==> src/rtl/pic_pkg.sv <==
package pic_pkg;
  localparam int unsigned DATA_W       = 16;
  localparam int unsigned PRIO_W       = 4;
  localparam int unsigned VEC_W        = 8;
  localparam int unsigned ADDR_ACK     = 0;
  localparam int unsigned ADDR_EOI     = 1;
  localparam int unsigned ADDR_TASK    = 2;
  localparam int unsigned ADDR_SPUR    = 3;
  localparam int unsigned ADDR_SRC0    = 4;
  localparam int unsigned CFG_PRIO_LSB = 8;
  localparam int unsigned CFG_EDGE_BIT = 14;
  localparam int unsigned CFG_MASK_BIT = 15;
endpackage

==> src/rtl/pic_prio_pick.sv <==
module pic_prio_pick #(
  parameter int unsigned N  = 4,
  parameter int unsigned PW = 4,
  parameter int unsigned IW = 2
) (
  input  logic [N-1:0]    req,
  input  logic [N*PW-1:0] prio_flat,
  output logic            found,
  output logic [IW-1:0]   idx,
  output logic [PW-1:0]   top_prio
);
  // Strict '>' keeps the lowest index on ties.
  always_comb begin
    found    = 1'b0;
    idx      = '0;
    top_prio = '0;
    for (int i = 0; i < int'(N); i++) begin
      if (req[i] && (!found || prio_flat[i*PW +: PW] > top_prio)) begin
        found    = 1'b1;
        idx      = IW'(i);
        top_prio = prio_flat[i*PW +: PW];
      end
    end
  end
endmodule

==> src/rtl/pic_source.sv <==
module pic_source (
  input  logic clk,
  input  logic rst_n,
  input  logic src_in,
  input  logic edge_mode,
  input  logic ack_clr,
  output logic pending
);
  logic src_q;
  logic latch_q;
  logic rise;

  assign rise = src_in && !src_q;

  always_ff @(posedge clk) begin
    if (!rst_n) begin
      src_q   <= 1'b0;
      latch_q <= 1'b0;
    end else begin
      src_q <= src_in;
      if (!edge_mode)   latch_q <= 1'b0;
      else if (rise)    latch_q <= 1'b1;
      else if (ack_clr) latch_q <= 1'b0;
    end
  end

  assign pending = edge_mode ? latch_q : src_in;

  assert_edge_hold_R8: assert property (@(posedge clk) disable iff (!rst_n)
    edge_mode && latch_q && !ack_clr |=> latch_q || !edge_mode)
    else $error("latched edge lost without acknowledge");

  assert_edge_catch_R8: assert property (@(posedge clk) disable iff (!rst_n)
    edge_mode && src_in && !src_q |=> pending || !edge_mode)
    else $error("rising edge not latched");
endmodule

==> src/rtl/pic_insvc.sv <==
module pic_insvc #(
  parameter int unsigned N  = 4,
  parameter int unsigned PW = 4,
  parameter int unsigned IW = 2
) (
  input  logic            clk,
  input  logic            rst_n,
  input  logic            set_en,
  input  logic [IW-1:0]   set_idx,
  input  logic            eoi,
  input  logic [N*PW-1:0] prio_flat,
  output logic [N-1:0]    active,
  output logic            top_valid,
  output logic [PW-1:0]   top_prio
);
  logic [IW-1:0] top_idx;

  pic_prio_pick #(.N(N), .PW(PW), .IW(IW)) u_top (
    .req(active), .prio_flat(prio_flat),
    .found(top_valid), .idx(top_idx), .top_prio(top_prio)
  );

  always_ff @(posedge clk) begin
    if (!rst_n) begin
      active <= '0;
    end else begin
      if (eoi && top_valid) active[top_idx] <= 1'b0;
      if (set_en)           active[set_idx] <= 1'b1;
    end
  end

  assert_ack_marks_R1: assert property (@(posedge clk) disable iff (!rst_n)
    set_en |=> active[$past(set_idx)])
    else $error("acknowledged source not in service");

  assert_eoi_retires_one_R4: assert property (@(posedge clk) disable iff (!rst_n)
    eoi && top_valid && !set_en |=> $countones(active) == $countones($past(active)) - 1)
    else $error("end of interrupt did not retire exactly one source");

  assert_eoi_idle_R7: assert property (@(posedge clk) disable iff (!rst_n)
    eoi && active == '0 && !set_en |=> active == '0)
    else $error("stray end of interrupt changed state");
endmodule

==> src/rtl/pic_nest_top.sv <==
module pic_nest_top #(
  parameter int unsigned NUM_SRC = 4,
  parameter int unsigned ADDR_W  = 4
) (
  input  logic                clk,
  input  logic                rst_n,
  input  logic [NUM_SRC-1:0]  src_in,
  input  logic                reg_wr,
  input  logic                reg_rd,
  input  logic [ADDR_W-1:0]   reg_addr,
  input  logic [15:0]         reg_wdata,
  output logic                rd_valid,
  output logic [15:0]         rd_data,
  output logic                irq
);
  import pic_pkg::*;
  localparam int unsigned IW = (NUM_SRC > 1) ? $clog2(NUM_SRC) : 1;

  logic [NUM_SRC*DATA_W-1:0] cfg_flat;
  logic [NUM_SRC*PRIO_W-1:0] prio_flat;
  logic [NUM_SRC-1:0]        eligible;
  logic [NUM_SRC-1:0]        ins_active;
  logic [PRIO_W-1:0]         task_q;
  logic [VEC_W-1:0]          spur_q;
  logic                      win_found, ins_valid, qualify, ack_hit, take, eoi_hit;
  logic [IW-1:0]             win_idx;
  logic [PRIO_W-1:0]         win_prio, ins_top;
  logic [15:0]               rd_next;

  assign ack_hit = reg_rd && reg_addr == ADDR_W'(ADDR_ACK);
  assign eoi_hit = reg_wr && reg_addr == ADDR_W'(ADDR_EOI);
  assign take    = ack_hit && qualify;

  for (genvar i = 0; i < int'(NUM_SRC); i++) begin : g_src
    logic [DATA_W-1:0] cfg_r;
    logic              pend;
    always_ff @(posedge clk) begin
      if (!rst_n) cfg_r <= DATA_W'(1) << CFG_MASK_BIT;
      else if (reg_wr && reg_addr == ADDR_W'(ADDR_SRC0 + i)) cfg_r <= reg_wdata;
    end
    pic_source u_src (
      .clk(clk), .rst_n(rst_n), .src_in(src_in[i]),
      .edge_mode(cfg_r[CFG_EDGE_BIT]),
      .ack_clr(take && win_idx == IW'(i)),
      .pending(pend)
    );
    assign cfg_flat[i*DATA_W +: DATA_W] = cfg_r;
    assign prio_flat[i*PRIO_W +: PRIO_W] = cfg_r[CFG_PRIO_LSB +: PRIO_W];
    assign eligible[i] = pend && !cfg_r[CFG_MASK_BIT] &&
                         cfg_r[CFG_PRIO_LSB +: PRIO_W] != '0;
  end

  pic_prio_pick #(.N(NUM_SRC), .PW(PRIO_W), .IW(IW)) u_win (
    .req(eligible), .prio_flat(prio_flat),
    .found(win_found), .idx(win_idx), .top_prio(win_prio)
  );

  pic_insvc #(.N(NUM_SRC), .PW(PRIO_W), .IW(IW)) u_insvc (
    .clk(clk), .rst_n(rst_n), .set_en(take), .set_idx(win_idx),
    .eoi(eoi_hit), .prio_flat(prio_flat),
    .active(ins_active), .top_valid(ins_valid), .top_prio(ins_top)
  );

  assign qualify = win_found && win_prio > task_q && (!ins_valid || win_prio > ins_top);
  assign irq     = qualify;

  always_ff @(posedge clk) begin
    if (!rst_n) begin
      task_q <= '0;
      spur_q <= '1;
    end else if (reg_wr) begin
      if (reg_addr == ADDR_W'(ADDR_TASK)) task_q <= reg_wdata[PRIO_W-1:0];
      if (reg_addr == ADDR_W'(ADDR_SPUR)) spur_q <= reg_wdata[VEC_W-1:0];
    end
  end

  always_comb begin
    rd_next = '0;
    if (reg_addr == ADDR_W'(ADDR_ACK)) begin
      rd_next = {8'h00, spur_q};
      if (qualify)
        for (int i = 0; i < int'(NUM_SRC); i++)
          if (win_idx == IW'(i)) rd_next = {8'h00, cfg_flat[i*DATA_W +: VEC_W]};
    end else if (reg_addr == ADDR_W'(ADDR_TASK)) begin
      rd_next = {12'h000, task_q};
    end else if (reg_addr == ADDR_W'(ADDR_SPUR)) begin
      rd_next = {8'h00, spur_q};
    end else begin
      for (int i = 0; i < int'(NUM_SRC); i++)
        if (reg_addr == ADDR_W'(ADDR_SRC0 + i)) rd_next = cfg_flat[i*DATA_W +: DATA_W];
    end
  end

  always_ff @(posedge clk) begin
    if (!rst_n) begin
      rd_valid <= 1'b0;
      rd_data  <= '0;
    end else begin
      rd_valid <= reg_rd;
      if (reg_rd) rd_data <= rd_next;
    end
  end

  assert_spurious_vec_R5: assert property (@(posedge clk) disable iff (!rst_n)
    ack_hit && !qualify |=> rd_valid && rd_data == {8'h00, $past(spur_q)})
    else $error("spurious acknowledge returned wrong data");

  assert_spurious_keeps_R6: assert property (@(posedge clk) disable iff (!rst_n)
    ack_hit && !qualify |=> ins_active == $past(ins_active))
    else $error("spurious acknowledge altered in-service set");

  assert_take_marks_R1: assert property (@(posedge clk) disable iff (!rst_n)
    take |=> $countones(ins_active) == $countones($past(ins_active)) + 1)
    else $error("acknowledge did not add an in-service source");
endmodule

==> config.mk <==
export PLATFORM = sky130hd
export DESIGN_NAME = pic_nest_top
export DESIGN_NICKNAME = d
export VERILOG_FILES = /design/src/rtl/pic_pkg.sv /design/src/rtl/pic_prio_pick.sv /design/src/rtl/pic_source.sv /design/src/rtl/pic_insvc.sv /design/src/rtl/pic_nest_top.sv
export SDC_FILE = /design/constraint.sdc
export NUM_CORES = 1
export LEC_CHECK = 0
export BUFFER_PORTS_ARGS = -buffer_cell sky130_fd_sc_hd__buf_4
export CORE_AREA = 3 3 130 132
export DETAILED_ROUTE_END_ITERATION = 16
export DIE_AREA = 0 0 133 135
export PLACE_DENSITY_LB_ADDON = 0.15
export SYNTH_ARGS = -nofsm -noshare
export SYNTH_HDL_FRONTEND = slang
export SYNTH_SLANG_ARGS = --single-unit
==> constraint.sdc <==
create_clock -name clk -period 10.68 [get_ports clk]
set_input_delay 0.534 -clock clk [delete_from_list [all_inputs] [get_ports clk]]
set_output_delay 0.534 -clock clk [all_outputs]
set_load 0.02 [all_outputs]
==> flow_summary.yaml, run 1 <==
sta:
  report.final.slew_viol_count: 0
  final_hold_viol_count: 0
  timing.clock.skew_ns: 0.008844
  layout_worst_path_cycle_share: 0.7955
  slew_headroom: 0.2963
  period_needed_ns: 8.495
  rsz0062_at_grt: "no"
  fmax_mhz: 117.7
  report.final.setup_viol: 0
  hold-worst-slack_ns: 0.3974
  setup-tns-final_ns: 0
  transition_at_the_pin_with_the_smallest_max_transition_slack_ns: 1.055
placement:
  detailed_place_hpwl_um: 13810
  placedCellCount: 980
  place.gp.congestion: 0.9231
  port_buffers: 45
clocking:
  cts.sink_count: 105
  cts-resized-gates: 0
  cts_htree_levels: 3
  clk_pin_slew_ns: 0.07
  cts.hold.buffers_added: 0
  cts-root-buf: "sky130_fd_sc_hd__clkbuf_16"
  cts_tree: "built"
  clock_insertion_delay_worst_skew_ns: 0.36
  cts_inserted_buffers: 9
  cts.path.max_buffers: 2
  post_cts_buffers: 0
routing:
  antenna_violation_net_count_after_detailed_routing: 0
  dr_wl_met2_um: 9689
  wl_met1_um: 8741
  via_count: 5745
  wire_per_inst_um: 20.20
  vias_per_cell: 5.774
  dr.max_layer_used: "met4"
  final_routed_wirelength_um: 20100
  detailedRoute.firstIterationViolations: 448
  post-route-drc-count: 0
  drt-pass1-iter-count: 7
  dr_wl_met3_um: 995
floorplan:
  initial_core_util: 0.3984
  die_h_um: 135
  placement_rows: 46
  io_pins: 46
  chip_width_um: 133
  coreArea_mm2: 0.01583
  fp.dieArea_mm2: 0.01796
logic_synthesis:
  netlist_instances: 766
  yosys_most_used_dff: "sky130_fd_sc_hd__dfxtp_1"
  synth_fp_nets: 826
  syn-mean-instance-area_um2: 8.232
  yosysTopAreaCell: "sky130_fd_sc_hd__dfxtp_1"
  synth-async-reset-ratio: 0
  post_synth_main_area_contributors: "sky130_fd_sc_hd__dfxtp_1 (33%), sky130_fd_sc_hd__nand2_1 (11%), sky130_fd_sc_hd__a21boi_0 (6.8%)"
  ys_seq_area_frac: 0.3333
  netlist-cell-type-count: 70
  post_synth_top_area_share: 0.3333
  synth.yosys.warnings: 0
  synth_edf_count: 0
  ys_seq_elements: 105
  syn-cell-area_mm2: 0.006306
run_status:
  run_status: "finished clean"
worst_hold_path:
  min_delay_worst_type: "in -> reg"
  hp-start: "src_in[1]"
worst_setup_path:
  critical_path_rt_ns: 10.15
  critical_path.startpoint_type: "register"
  crit_path_max_fanout: 18
  critPathSlowestCell: "sky130_fd_sc_hd__dfxtp_1"
  critical_path.most_common_cell: "sky130_fd_sc_hd__ha_1"
  crit_arrival_ns: 7.96
  timing.critical_path.from: "g_src[0].cfg_r[9]"
  cp-end-kind: "primary output"
  worst_path_largest_cell_delay_ns: 0.49
  critPathKind: "reg -> out"
  timing.rr.start: "g_src[0].cfg_r[9]"
layout:
  nNetsFinal: 835
  diodes: 0
  final-instance-count-excl-fill: 995
  layout-area-overhead-vs-synth_pct: 11.25
  drive_gt1_frac: 0.1271
power:
  p_leak_nw: 2.584
  totalPowerFinal_w: 0.0008252
  vdd_drop_max_uv: 90.71
  pwr_density_cell_mw_per_mm2: 117.6
flow_run:
  max_cap_violations: 0
global_routing:
  global_route.usage.total: 0.2249
  maximum_number_of_pins_on_one_net_before_global_route_repair: 110
  number_of_global_route_vias_before_repair: 5800
  grt.overflow.total: 0
  first_pass_grt_wire_length_um: 31710
  number_of_antenna_violations_at_the_first_check_in_global_routing: 0
## critical path, delay by kind of cell (launching register included)
family                   cells  cell delay [ns]
multiplexers                 2             0.61
flip-flops                   1             0.49
adder cells (fa/ha/maj)      4             1.29
buffers and inverters        3             0.36
AND/OR/NAND/NOR              9             2.00
AO/OA/AOI/OAI               11             2.83
## placed cells by master (no fill, tap or decap), drive strengths merged, types with 3 or more instances in the layout
master / instances
o22ai: 3
nand4: 5
a211oi: 4
mux2i: 23
dfxtp: 105
clkbuf: 9
a21boi: 74
and4: 3
nand2: 183
nor2: 20
or2: 5
a2bb2oi: 3
o21ai: 40
mux2: 6
o211ai: 5
a31oi: 4
nor3b: 4
o221a: 3
nand2b: 14
nand4b: 3
a221oi: 3
o21a: 10
o221ai: 4
a21oi: 13
mux4: 9
nand3: 37
nor2b: 9
nor3: 11
inv: 31
buf: 46
and2: 14
ha: 32
a22oi: 4
nor4: 8
and3: 6
o311a: 4
## cells in the mapped netlist, types with 5 or more instances
master	instances
sky130_fd_sc_hd__nand3_1	36
sky130_fd_sc_hd__mux2i_1	23
sky130_fd_sc_hd__and3_1	6
sky130_fd_sc_hd__nand4_1	5
sky130_fd_sc_hd__o211ai_1	5
sky130_fd_sc_hd__o21ai_0	33
sky130_fd_sc_hd__ha_1	32
sky130_fd_sc_hd__and2_1	13
sky130_fd_sc_hd__dfxtp_1	105
sky130_fd_sc_hd__a21oi_1	12
sky130_fd_sc_hd__a21boi_0	57
sky130_fd_sc_hd__buf_2	7
sky130_fd_sc_hd__nor2b_1	9
sky130_fd_sc_hd__nand2b_1	14
sky130_fd_sc_hd__o21a_1	10
sky130_fd_sc_hd__nor3_1	8
sky130_fd_sc_hd__clkbuf_1	32
sky130_fd_sc_hd__nand2_1	183
sky130_fd_sc_hd__a21boi_1	17
sky130_fd_sc_hd__o21ai_1	5
sky130_fd_sc_hd__nor2_1	20
sky130_fd_sc_hd__mux2_2	6
sky130_fd_sc_hd__inv_1	26
sky130_fd_sc_hd__mux4_2	9
## logic make-up (layout without fill, tap and decap cells)
group,count (synthesis),count (layout),share of synthesized area
mux,38,38,0.07936
fa+ha+maj,32,32,0.06349
simple gates,328,328,0.2583
compound gates,187,187,0.2133
flops,105,105,0.3333
buf+inv,76,89,0.05218
## area by class of cell
| type | instances | area (µm²) |
|---|---|---|
| clock inverters | 6 | 73.82 |
| fillers | 1595 | 8812 |
| flip-flops and latches | 105 | 2102 |
| well taps | 216 | 270.3 |
| inverters | 28 | 110.1 |
| repair buffers | 46 | 345.3 |
| clock buffers | 9 | 225.2 |
| multi-input cells | 585 | 3889 |
## worst paths after layout
check,to,slack [ns],depth (start not counted)
worst max register to register,g_src[3].u_src.latch_q,2.67,29
worst min-delay path,g_src[1].u_src.src_q,0.40,2
worst min register to register,g_src[0].cfg_r[13],0.46,2
worst max-delay path,irq,2.18,29
## state kept, by name, indices dropped and copies added (netlist names)
signal / cells
rd_data: 16
task_q: 4
spur_q: 8
g_src.cfg_r: 64
u_insvc.active: 4
g_src.u_src.latch_q: 4
rd_valid: 1
g_src.u_src.src_q: 4
## report_power, final
group	internal, W	leakage [nW]	switching (W)	total [W]
registers	0.000398	0.850	0.00000604	0.000404
clock network	0.000185	0.146	0.000165	0.000350
logic	0.0000283	1.59	0.0000432	0.0000714
total	0.000611	2.58	0.000214	0.000825
## metal layers
metal  up-vias  track usage
li1       2722            -
met4         0      0.09527
met1      2800       0.2865
met2       177       0.3792
met3        46      0.03614
met5         -            0
## through the flow
stage                 util  setup slack, ns  instance area, µm²
floorplan                -            3.917                6306
global route        0.4432            1.740                7015
global placement    0.4243            2.897                6716
CTS                 0.4432            2.287                7015
finish              0.4432            2.185                7015
detailed placement  0.4243            2.529                6716
(Power assumes the default switching activity.)
==> inputs of run 2 (changes only) <==
==> constraint.sdc (replaced) <==
create_clock -name clk -period 6.98 [get_ports clk]
set_input_delay 0.349 -clock clk [delete_from_list [all_inputs] [get_ports clk]]
set_output_delay 0.349 -clock clk [all_outputs]
set_load 0.02 [all_outputs]
==> flow_summary.yaml, run 2 (synthesis results as in run 1) <==
run_status:
  run_status: "finished clean"
placement:
  port_buffers: 45
  place.gp.congestion: 0.8190
  placedCellCount: 991
  detailed_place_hpwl_um: 13660
  placed_area_mm2: 0.006793
global_routing:
  grt.overflow.total: 0
  global_route.usage.total: 0.2195
  number_of_antenna_violations_at_the_first_check_in_global_routing: 0
  first_pass_grt_wire_length_um: 31030
  number_of_global_route_vias_before_repair: 5632
  met2_grt_util: 0.3770
  globalRouteMet3Util: 0.03055
  grt_util_met1: 0.2904
  maximum_number_of_pins_on_one_net_before_global_route_repair: 62
  grt.busiest_layer: "met2"
sta:
  layout_worst_path_cycle_share: 0.9838
  slew_headroom: 0.3054
  timing.clock.skew_ns: 0.008493
  period_needed_ns: 6.867
  report.final.slew_viol_count: 0
  final_hold_viol_count: 0
  fmax_mhz: 145.6
  transition_at_the_pin_with_the_smallest_max_transition_slack_ns: 1.033
  report.final.setup_viol: 0
  rsz0062_at_grt: "yes"
worst_hold_path:
  hold_end: "g_src[3].u_src.src_q"
  min_delay_worst_type: "in -> reg"
  timing.hold.worst_path_depth: 2
  hp-start: "src_in[3]"
worst_setup_path:
  cp-end-kind: "primary output"
  crit_arrival_ns: 6.52
  critPathSlowestCell: "sky130_fd_sc_hd__o32ai_2"
  reg2reg_slack_ns: 0.21
  reg2reg_depth: 33
  cp.buffers_inverters: 6
  critical_path_rt_ns: 6.63
  timing.rr.start: "g_src[0].cfg_r[14]"
  crit_path_max_fanout: 7
  crit-reg2reg-capture: "rd_data[7]"
  critPathKind: "reg -> out"
  critical-path-top-delay-family: "simple AND/OR/NAND/NOR gates"
  critical_path.startpoint_type: "register"
  worst_path_largest_cell_delay_ns: 0.38
layout:
  layout_cell_area_excl_fill_mm2: 0.007453
  num-fill-cells: 1535
  post-route-util: 0.4709
  top_register: "g_src.cfg_r"
  layout.cells.most_common_list: "sky130_fd_sc_hd__nand2_1 (179), sky130_fd_sc_hd__dfxtp_1 (100), sky130_fd_sc_hd__buf_4 (76)"
  final-instance-count-excl-fill: 1026
  diodes: 0
  most_common_library_cell_in_the_layout_ignoring_fill_and_taps: "sky130_fd_sc_hd__nand2_1"
  nNetsFinal: 867
  drive_gt1_frac: 0.2049
  flip_flop_count_of_the_largest_register_all_copies_and_words_added: 64
  layout-area-overhead-vs-synth_pct: 18.19
  biggestRegsByFlops: "g_src.cfg_r: 64 flops, rd_data: 16 flops, spur_q: 8 flops"
clocking:
  cts.sink_count: 105
  cts_tree: "built"
  clock_insertion_delay_worst_skew_ns: 0.36
  clk_pin_slew_ns: 0.08
  cts-root-buf: "sky130_fd_sc_hd__clkbuf_16"
  cts.path.max_buffers: 2
  cts_htree_levels: 3
  cts_inserted_buffers: 9
floorplan:
  die_h_um: 135
  coreArea_mm2: 0.01583
  fp.dieArea_mm2: 0.01796
  io_pins: 46
  chip_width_um: 133
  initial_core_util: 0.3984
  placement_rows: 46
power:
  totalPowerFinal_w: 0.001238
  pwr_density_cell_mw_per_mm2: 166.2
  p_leak_nw: 2.736
  vdd_drop_max_uv: 145.6
routing:
  vias_per_cell: 5.599
  post-route-drc-count: 0
  final_routed_wirelength_um: 20240
  wire_per_inst_um: 19.72
  detailedRoute.firstIterationViolations: 405
  via_count: 5745
  drt-pass1-iter-count: 5
  antenna_violation_net_count_after_detailed_routing: 0
flow_run:
  max_cap_violations: 0
[run 2: changes by cell type in the layout (fill, tap and decap cells not counted), sizes merged]
cell    before  now
buf         46   78
clkinv       1    0
clkbuf       9   10
bufinv       1    0
[run 2: metal layers]
metal,vias up,part of all wire
met5,-,0
met4,0,0.017
met3,22,0.040
met2,136,0.49
met1,2804,0.45
li1,2783,-
[run 2: worst max-delay path by stage]
stage | from | endpoint | slack [ns] | depth (start not counted)
floorplan | g_src[0].cfg_r[9] | rd_data[0] | 0.37 | 33
global placement | src_in[0] | irq | 0.20 | 30
detailed placement | src_in[0] | rd_data[0] | -0.07 | 31
CTS | g_src[0].cfg_r[9] | irq | 0.06 | 31
global route | g_src[0].cfg_r[14] | irq | -0.13 | 30
finish | g_src[0].cfg_r[14] | irq | 0.11 | 31
[run 2: through the flow]
step                TNS (ns)  hold WS (ns)  worst slack [ns]
floorplan                  0        0.4321            0.3704
global placement           0        0.4392            0.2001
detailed placement   -0.2715        0.4498          -0.07101
CTS                        0        0.2148           0.06151
global route         -0.2218        0.2215           -0.1324
finish                     0        0.2242            0.1133
[run 2: worst register-to-register path: cells and delay by family, from the launching register on]
kind                       cells  cell delay (ns)
AOI/OAI and AO/OA             10             1.68
DFF                            1             0.37
and+or+nand+nor               10             1.89
muxes                          3             0.79
adders and majority gates      4             1.14
buffers and inverters          6             0.79
[run 2: repair_timing]
item / in CTS / in global routing
setup buffers: 1 / 20
cloned: 0 / 0
resized for setup: 8 / 40
endpoints found under the setup margin: 5 / 15
hold buffers: 0 / 0
pin swaps: 1 / 16
[run 2: final cells by class]
cell class	count	area (µm²)	share of cell area
Clock buffer	10	239.0	0.03206
Clock inverter	4	36.28	0.004868
Inverter	28	110.1	0.01477
Multi-Input combinational cell	585	4094	0.5493
Sequential cell	105	2111	0.2832
Tap cell	216	270.3	0.03626
Timing Repair Buffer	78	593.1	0.07957
[run 2: power breakdown]
group | internal, W | total, W | switching, W
Combinational | 0.0000461 | 0.000114 | 0.0000676
Clock | 0.000254 | 0.000507 | 0.000253
Sequential | 0.000609 | 0.000618 | 0.00000890
Total | 0.000909 | 0.00124 | 0.000330
==> inputs of run 3 (changes only) <==
--- a/config.mk
+++ b/config.mk
@@ -10,6 +10,7 @@
 export DETAILED_ROUTE_END_ITERATION = 16
 export DIE_AREA = 0 0 133 135
 export PLACE_DENSITY_LB_ADDON = 0.15
+export SLEW_MARGIN = 20
 export SYNTH_ARGS = -nofsm -noshare
 export SYNTH_HDL_FRONTEND = slang
 export SYNTH_SLANG_ARGS = --single-unit
==> constraint.sdc (replaced) <==
create_clock -name clk -period 6.76 [get_ports clk]
set_input_delay 0.338 -clock clk [delete_from_list [all_inputs] [get_ports clk]]
set_output_delay 0.338 -clock clk [all_outputs]
set_load 0.02 [all_outputs]
==> flow_summary.yaml, run 3 (synthesis results as in run 1) <==
sta:
  report.final.slew_viol_count: 0
  slew_headroom: 0.2479
  setup-tns-final_ns: 0
  fmax_mhz: 154.5
  transition_at_the_pin_with_the_smallest_max_transition_slack_ns: 1.119
  report.final.setup_viol: 0
  final_hold_viol_count: 0
  hold-worst-slack_ns: 0.2075
  layout_worst_path_cycle_share: 0.9572
  period_needed_ns: 6.471
  rsz0062_at_grt: "yes"
  timing.clock.skew_ns: 0.009402
global_routing:
  number_of_antenna_violations_at_the_first_check_in_global_routing: 0
  grt.overflow.total: 0
  maximum_number_of_pins_on_one_net_before_global_route_repair: 110
  number_of_global_route_vias_before_repair: 5737
  global_route.usage.total: 0.2240
  first_pass_grt_wire_length_um: 31690
power:
  net_sw_power_w: 0.0003429
  pwr_density_cell_mw_per_mm2: 170.4
  vdd_drop_max_uv: 133.7
  clock_power_share: 0.408
  power.combinational.fraction: 0.092
  pwr-share-seq: 0.499
  p_leak_nw: 2.779
  p_int_w: 0.0009336
  totalPowerFinal_w: 0.001277
  swShare: 0.2686
clocking:
  cts-root-buf: "sky130_fd_sc_hd__clkbuf_16"
  clk_pin_slew_ns: 0.08
  cts_htree_levels: 3
  cts.path.max_buffers: 2
  cts.sink_count: 105
  cts_tree: "built"
  clock_insertion_delay_worst_skew_ns: 0.36
  cts_inserted_buffers: 9
  cts.hold.buffers_added: 0
worst_setup_path:
  crit_arrival_ns: 6.13
  timing.critical_path.from: "g_src[0].cfg_r[11]"
  worst_path_largest_cell_delay_ns: 0.40
  critical_path.startpoint_type: "register"
  critPathSlowestCell: "sky130_fd_sc_hd__mux2_2"
  crit-reg2reg-capture: "rd_data[7]"
  crit_cells: 31
  crit_path_max_fanout: 6
  critPathKind: "reg -> out"
  cp-end-kind: "primary output"
  critical_path_rt_ns: 6.42
  cp.buffers_inverters: 5
  reg2reg_slack_ns: 0.40
  endpoint: "irq"
  critical-path-top-delay-family: "compound AO/OA/AOI/OAI gates"
  reg2reg_depth: 32
  timing.rr.start: "g_src[0].cfg_r[11]"
layout:
  diodes: 0
  nNetsFinal: 873
  layout-area-overhead-vs-synth_pct: 18.81
  layout.cells.most_common_list: "sky130_fd_sc_hd__nand2_1 (180), sky130_fd_sc_hd__dfxtp_1 (99), sky130_fd_sc_hd__buf_4 (81)"
  num-fill-cells: 1556
  top_register: "g_src.cfg_r"
  most_common_library_cell_in_the_layout_ignoring_fill_and_taps: "sky130_fd_sc_hd__nand2_1"
  flip_flop_count_of_the_largest_register_all_copies_and_words_added: 64
  drive_gt1_frac: 0.2078
  biggestRegsByFlops: "g_src.cfg_r: 64 flops, rd_data: 16 flops, spur_q: 8 flops"
floorplan:
  io_pins: 46
  placement_rows: 46
  initial_core_util: 0.3984
  coreArea_mm2: 0.01583
  fp.dieArea_mm2: 0.01796
  chip_width_um: 133
  die_h_um: 135
routing:
  vias_per_cell: 5.607
  antenna_violation_net_count_after_detailed_routing: 0
  via_count: 5798
  final_routed_wirelength_um: 20330
  drt-pass1-iter-count: 4
  post-route-drc-count: 0
  wire_per_inst_um: 19.66
  detailedRoute.firstIterationViolations: 345
placement:
  port_buffers: 45
  detailed_place_hpwl_um: 13960
  place.gp.congestion: 0.8683
run_status:
  run_status: "finished clean"
worst_hold_path:
  min_delay_worst_type: "in -> reg"
  timing.hold.worst_path_depth: 2
flow_run:
  max_cap_violations: 0
[run 3: cell count changes in the layout (fill, tap and decap cells not counted), moves of 2 or more]
cell,delta
sky130_fd_sc_hd__buf_4,+5
sky130_fd_sc_hd__clkinv_2,+2
sky130_fd_sc_hd__ha_1,+2
sky130_fd_sc_hd__ha_4,-2
sky130_fd_sc_hd__mux2i_1,-2
sky130_fd_sc_hd__mux2i_2,+3
sky130_fd_sc_hd__o21ai_1,+3
[run 3: repair_timing]
| item | in CTS | in global routing |
|---|---|---|
| hold endpoints to repair | 0 | 0 |
| setup buffers | 10 | 10 |
| endpoints found under the setup margin | 9 | 17 |
| gates resized for setup | 27 | 18 |
| pin swaps | 9 | 14 |
[run 3: routing by layer]
metal	global-route usage	part of all wire
met1	0.2857	0.45
met2	0.3877	0.49
met3	0.03689	0.040
met4	0.07159	0.018
met5	0	0
[run 3: final cells by class]
| type | count | area [µm²] | area share |
|---|---|---|---|
| inverters | 28 | 110.1 | 0.01470 |
| repair buffers | 84 | 650.6 | 0.08684 |
| multi-input cells | 585 | 4061 | 0.5421 |
| clock buffers | 9 | 225.2 | 0.03006 |
| well taps | 216 | 270.3 | 0.03607 |
| clock inverters | 7 | 62.56 | 0.008350 |
| flip-flops and latches | 105 | 2112 | 0.2819 |
[run 3: worst min path at each step]
stage / start / end / slack, ns
finish: src_in[3] / g_src[3].u_src.src_q / 0.21
global route: src_in[1] / g_src[1].u_src.src_q / 0.20
CTS: src_in[3] / g_src[3].u_src.src_q / 0.19
detailed placement: g_src[0].cfg_r[13] / g_src[0].cfg_r[13] / 0.45
global placement: g_src[1].cfg_r[12] / g_src[1].cfg_r[12] / 0.44
floorplan: g_src[1].cfg_r[12] / g_src[1].cfg_r[12] / 0.43
[run 3: power groups by stage]
stage / registers [W] / logic, W / clock network, W
floorplan: 0.000653 / 0.0000643 / 0
global placement: 0.000652 / 0.000111 / 0
detailed placement: 0.000652 / 0.000113 / 0
CTS: 0.000637 / 0.000115 / 0.000532
global route: 0.000639 / 0.000127 / 0.000553
finish: 0.000638 / 0.000118 / 0.000521
[run 3: stage by stage]
stage | utilization | setup slack [ns] | instances | cell area, µm²
floorplan | - | 0.1504 | 766 | 6306
global placement | 0.4331 | 0.2140 | 998 | 6855
detailed placement | 0.4331 | -0.04835 | 998 | 6855
CTS | 0.4630 | 0.0003237 | 1024 | 7328
global route | 0.4734 | -0.08248 | 1034 | 7492
finish | 0.4734 | 0.2894 | 1034 | 7492
